$ cat config.mk
export PLATFORM = sky130hd
export DESIGN_NAME = bitram_cascade
export DESIGN_NICKNAME = d
export VERILOG_FILES = /design/src/rtl/bitram_pkg.sv /design/src/rtl/bitram_half.sv /design/src/rtl/bitram_cascade.sv
export SDC_FILE = /design/constraint.sdc
export NUM_CORES = 2
export LEC_CHECK = 0
export ABC_AREA = 1
export BUFFER_PORTS_ARGS = -buffer_cell sky130_fd_sc_hd__buf_2
export CAP_MARGIN = 10
export CELL_PAD_IN_SITES_DETAIL_PLACEMENT = 1
export CELL_PAD_IN_SITES_GLOBAL_PLACEMENT = 2
export CORE_ASPECT_RATIO = 1.4
export CORE_MARGIN = 5
export CORE_UTILIZATION = 42
export CTS_CLUSTER_DIAMETER = 60
export DETAILED_ROUTE_END_ITERATION = 10
export PLACE_DENSITY_LB_ADDON = 0.1
export SETUP_SLACK_MARGIN = 0.2
export SLEW_MARGIN = 10
export SYNTH_ARGS = -nofsm -noshare
export SYNTH_HDL_FRONTEND = slang
export SYNTH_SLANG_ARGS = --single-unit
export TNS_END_PERCENT = 50
$ cat constraint.sdc
create_clock -name clk -period 2.5 [get_ports clk]
set_clock_uncertainty 0.1 [all_clocks]
set_input_delay 0.5 -clock clk [delete_from_list [all_inputs] [get_ports clk]]
set_output_delay 0.5 -clock clk [all_outputs]
set_load 0.02 [all_outputs]
$ cat src/rtl/bitram_pkg.sv
package bitram_pkg;

  // Role of a storage half inside the cascade chain; the value equals the
  // top address bit that makes that half the active one.
  typedef enum logic {
    HALF_LOWER = 1'b0,
    HALF_UPPER = 1'b1
  } half_role_e;

  localparam int unsigned NUM_HALVES = 2;

endpackage

$ cat src/rtl/bitram_half.sv
module bitram_half
  import bitram_pkg::*;
#(
  parameter int unsigned HALF_AW = 10,
  parameter int unsigned DATA_W  = 1,
  parameter half_role_e  ROLE    = HALF_LOWER
) (
  input  logic               clk,
  input  logic               rst,
  input  logic               we,
  input  logic [HALF_AW-1:0] addr_lo,
  input  logic               bank_sel,
  input  logic [DATA_W-1:0]  din,
  input  logic [DATA_W-1:0]  cas_in,
  output logic [DATA_W-1:0]  cas_out
);

  localparam int unsigned ENTRIES = 1 << HALF_AW;

  logic [DATA_W-1:0] store [ENTRIES] = '{default: '0};
  logic [DATA_W-1:0] rd_q;
  logic              own_q;
  logic              is_mine;

  assign is_mine = (half_role_e'(bank_sel) == ROLE);

  // Storage write: only the half matched by the top address bit.
  always_ff @(posedge clk) begin
    if (we && is_mine) begin
      store[addr_lo] <= din;
    end
  end

  // Read-first register plus the delayed selection flag that lines up
  // with the read data it qualifies.
  always_ff @(posedge clk) begin
    if (rst) begin
      rd_q  <= '0;
      own_q <= 1'b0;
    end else begin
      rd_q  <= store[addr_lo];
      own_q <= is_mine;
    end
  end

  // Cascade stage: forward own bit when this half was addressed,
  // otherwise pass along what the previous stage delivered.
  assign cas_out = own_q ? rd_q : cas_in;

endmodule

$ cat src/rtl/bitram_cascade.sv
module bitram_cascade
  import bitram_pkg::*;
#(
  parameter int unsigned HALF_AW = 10,
  parameter int unsigned DATA_W  = 1,
  parameter bit          OUT_REG = 1'b0
) (
  input  logic                clk,
  input  logic                rst,
  input  logic [HALF_AW:0]    addr,
  input  logic                we,
  input  logic [DATA_W-1:0]   din,
  output logic [DATA_W-1:0]   dout
);

  localparam int unsigned ADDR_W = HALF_AW + 1;

  logic [DATA_W-1:0] chain [NUM_HALVES+1];
  logic [DATA_W-1:0] mux_bit;

  // Depth expansion is defined only for single-bit words.
  generate
    if (DATA_W != 1) begin : g_width_reject
      initial $fatal(1, "bitram_cascade: depth cascade needs DATA_W == 1");
    end
  endgenerate

  // Head of the chain is a constant; the tail is the read result.
  assign chain[0] = '0;

  generate
    for (genvar g = 0; g < NUM_HALVES; g++) begin : g_half
      localparam half_role_e ROLE_G = (g == 0) ? HALF_LOWER : HALF_UPPER;
      bitram_half #(
        .HALF_AW (HALF_AW),
        .DATA_W  (DATA_W),
        .ROLE    (ROLE_G)
      ) u_half (
        .clk      (clk),
        .rst      (rst),
        .we       (we),
        .addr_lo  (addr[HALF_AW-1:0]),
        .bank_sel (addr[ADDR_W-1]),
        .din      (din),
        .cas_in   (chain[g]),
        .cas_out  (chain[g+1])
      );
    end
  endgenerate

  assign mux_bit = chain[NUM_HALVES];

  generate
    if (OUT_REG) begin : g_out_reg
      logic [DATA_W-1:0] out_q;
      always_ff @(posedge clk) begin
        if (rst) out_q <= '0;
        else     out_q <= mux_bit;
      end
      assign dout = out_q;
    end else begin : g_out_comb
      assign dout = mux_bit;
    end
  endgenerate

endmodule

==> impl_metrics.py <==
metrics = {
    "die": {
        "initial_core_util": 0.421,
        "die_x_um": 411,
        "die-area_um2": 235000,
        "io_pins": 16,
        "rows": 206,
        "coreArea_um2": 225000,
        "fp.dieH_um": 572,
    },
    "yosys": {
        "ys_ff_latch": 2052,
        "synthCells": 9952,
        "synth_nets": 9967,
        "ys_types": 18,
        "ys_seq_area_frac": 0.650,
        "synth_warnings": 0,
        "avgSynthCellArea_um2": 9.52,
        "synth_area_um2": 94700,
    },
    "placed_design": {
        "finalWeightedCongestion": 0.807,
        "port_buffers": 15,
        "place_area_um2": 104000,
        "dp_hpwl_mm": 203,
    },
    "grt": {
        "grt_usage": 0.286,
        "grt_pass1_vias": 76600,
        "grt-ovfl-total": 0,
        "antenna_found_initial": 8,
        "grt_pass1_wl_mm": 505,
        "grt_start_max_net_pins": 144,
    },
    "worst_setup_path": {
        "cp_num_cells": 16,
        "critPathMaxFanout": 12,
        "cp_top_family": "buffers and inverters",
        "crit_buf_inv": 5,
        "crit_end": "g_half[0].u_half.rd_q",
        "slowest_stage": "buf_4",
        "ff2ff_path_depth": 17,
        "crit_type": "in2reg",
        "rr_endpoint": "g_half[1].u_half.rd_q",
        "crit_top_cell": "nand2_1",
        "max_stage_delay_ps": 370,
        "startpoint": "addr[3]",
        "start_kind": "input pin",
        "required_ps": 3180,
        "worst-r2r-setup-slack_ps": 330,
        "cp-end-kind": "flip-flop",
        "timing.rr.start": "g_half[1].u_half.store[501]",
        "critical_path_arrival_ps": 2970,
        "crit_chain": "buf_2, inv_2, nor3_4, buf_12, buf_4, o21ai_1, nand2_1, nor2_1, nand2_1, nand2_1, nand2_1, o21ai_1, nand2_1, nor2_1, buf_4, a21oi_1",
    },
    "timing": {
        "rsz0062_at_grt": "true",
        "period_share": 0.918,
        "finalHoldViolCount": 0,
        "hold_ws_ps": 114,
        "slew_violations": 0,
        "worst_slew_pin_slew_ps": 836,
        "min_period_ps": 2290,
        "slew_headroom": 0.443,
        "fmax_mhz": 436,
        "setup_viol": 0,
    },
    "drt": {
        "wirelength_mm": 344,
        "drt_iter0_markers": 5811,
        "via_count": 75100,
        "drtPass1Iterations": 5,
        "via_per_inst": 5.75,
        "wl_per_cell_um": 26.3,
        "ant_nets": 0,
        "drc": 0,
    },
    "min_path": {
        "holdPathStages": 3,
        "min_from": "we",
        "hp-class": "in2reg",
    },
    "layout": {
        "syn2layout_area_growth_pct": 16.8,
        "fill_cells": 24800,
        "layout-drive-gt1-share": 0.110,
        "num-nets-final": 9917,
        "finish.instance_area_um2": 111000,
        "utilization": 0.492,
    },
    "job": {
        "maxCapViolCount": 0,
    },
    "clocking": {
        "cts_tree": "built",
        "numCtsBuffers": 218,
        "h-tree-depth": 4,
        "cts-root-buf": "clkbuf_16",
        "worstSkewPairLatency_ps": 890,
        "cts_buffer_depth": 4,
        "cts_sinks": 2052,
        "path_clk_slew_ps": 60,
    },
    "power": {
        "power_density_nw_per_um2": 676,
        "p_leak_nw": 39.6,
        "ir_drop_uv": 573,
    },
    "run_status": {
        "outcome": "finished clean",
    },
}
==> cells by family after synthesis <==
family,after synthesis,share of synthesized area
flops,2052,0.650
compound gates,219,0.0116
buf+inv,987,0.0413
simple gates,6694,0.297
==> metrics by stage <==
stage	setup TNS (ps)	setup WS, ps	instances	total power, mW
global route	0	171	13100	77.2
detailed placement	-438880	-1100	12700	44.5
finish	0	205	13100	74.8
global placement	-353580	-1050	12700	44.4
CTS	0	185	13100	75.4
floorplan	0	207	9952	41.2
==> worst reg2reg max path: stages, from the launching register on <==
cell,delay [ps]
edfxtp_1,380
nand2_1,80
nand2_1,50
nand2_1,60
nand3_1,80
nand2_1,70
nand2_1,80
nor2_2,150
nand2_4,90
buf_12,130
nand2_1,60
nand2_1,60
o21ai_2,150
nand2_2,110
buf_12,150
nor2_4,90
buf_4,100
a21oi_1,60
==> where the power goes <==
| part | leakage [nW] | switching (mW) | total [mW] | internal, mW |
|---|---|---|---|---|
| Combinational | 18.0 | 4.32 | 6.02 | 1.69 |
| Clock | 3.18 | 13.7 | 30.9 | 17.2 |
| Sequential | 18.4 | 0.0125 | 37.8 | 37.8 |
==> cells in the mapped netlist <==
library cell  number  share of area
clkbuf_1         783          0.031
a21oi_1          102         0.0054
o21ai_0           76         0.0040
nand4_1           54         0.0036
dfxtp_1            4        0.00085
inv_1              6        0.00024
edfxtp_1        2048           0.65
nand3_1          204          0.011
o21ai_1           41         0.0022
nor2_2             1       0.000066
inv_2              7        0.00028
buf_2            168         0.0089
nor3_2             7        0.00074
nor3_1          2057           0.11
clkinv_1           1       0.000040
nor2_1           138         0.0055
buf_1             22        0.00087
nand2_1         4233           0.17
==> worst min path at each step <==
stage	to	slack [ps]
finish	g_half[0].u_half.store[49]	110
global route	g_half[0].u_half.store[49]	90
CTS	g_half[0].u_half.store[49]	60
detailed placement	g_half[0].u_half.own_q	640
global placement	g_half[0].u_half.own_q	630
floorplan	g_half[0].u_half.own_q	470
==> layout by cell type (no fill, tap or decap), types with 12 or more instances in the layout <==
cell | Yosys | routed
nand2_1 | 4233 | 4148
nor2_2 | 1 | 21
nand2_2 | 0 | 49
clkbuf_16 | 0 | 224
o21ai_0 | 76 | 65
clkinv_1 | 1 | 56
nor3_1 | 2057 | 2056
nor2_1 | 138 | 109
nand4_1 | 54 | 54
o21ai_1 | 41 | 42
edfxtp_1 | 2048 | 2048
nand3_1 | 204 | 204
buf_2 | 168 | 12
nand2_4 | 0 | 36
buf_12 | 0 | 269
buf_4 | 0 | 405
clkbuf_1 | 783 | 55
a21oi_1 | 102 | 102
clkinv_2 | 0 | 25
==> what timing repair did <==
action                                 CTS  global route
hold buffers                             3             0
endpoints found under the hold margin    4             0
pin swaps                                3            11
cloned                                   1             3
buffers inserted                         1             0
gates resized for setup                 28            57
setup endpoints to repair                3             3
==> state kept, by name, indices dropped and copies added, names as in the netlist <==
| signal | count |
|---|---|
| g_half.u_half.store | 2048 |
| g_half.u_half.own_q | 2 |
| g_half.u_half.rd_q | 2 |
==> final cells by class <==
type,count,area (um^2),share of cell area
Antenna cell,1,2.50,0.0000226
Multi-Input combinational cell,6913,29800,0.270
Clock inverter,98,731,0.00661
Sequential cell,2052,61600,0.557
Clock buffer,280,5790,0.0524
Tap cell,3016,3770,0.0341
Timing Repair Buffer,703,8810,0.0796
Inverter,14,80.1,0.000724
==> layer usage <==
metal / up-vias / share of wire / GRT usage
met1: 38800 / 0.41 / 0.374
met4: 0 / 0.037 / 0.0919
met5: - / 0 / 0
met2: 1942 / 0.50 / 0.503
met3: 543 / 0.052 / 0.0283
li1: 33900 / - / -
Note: power is estimated with default switching activity, not from simulation.
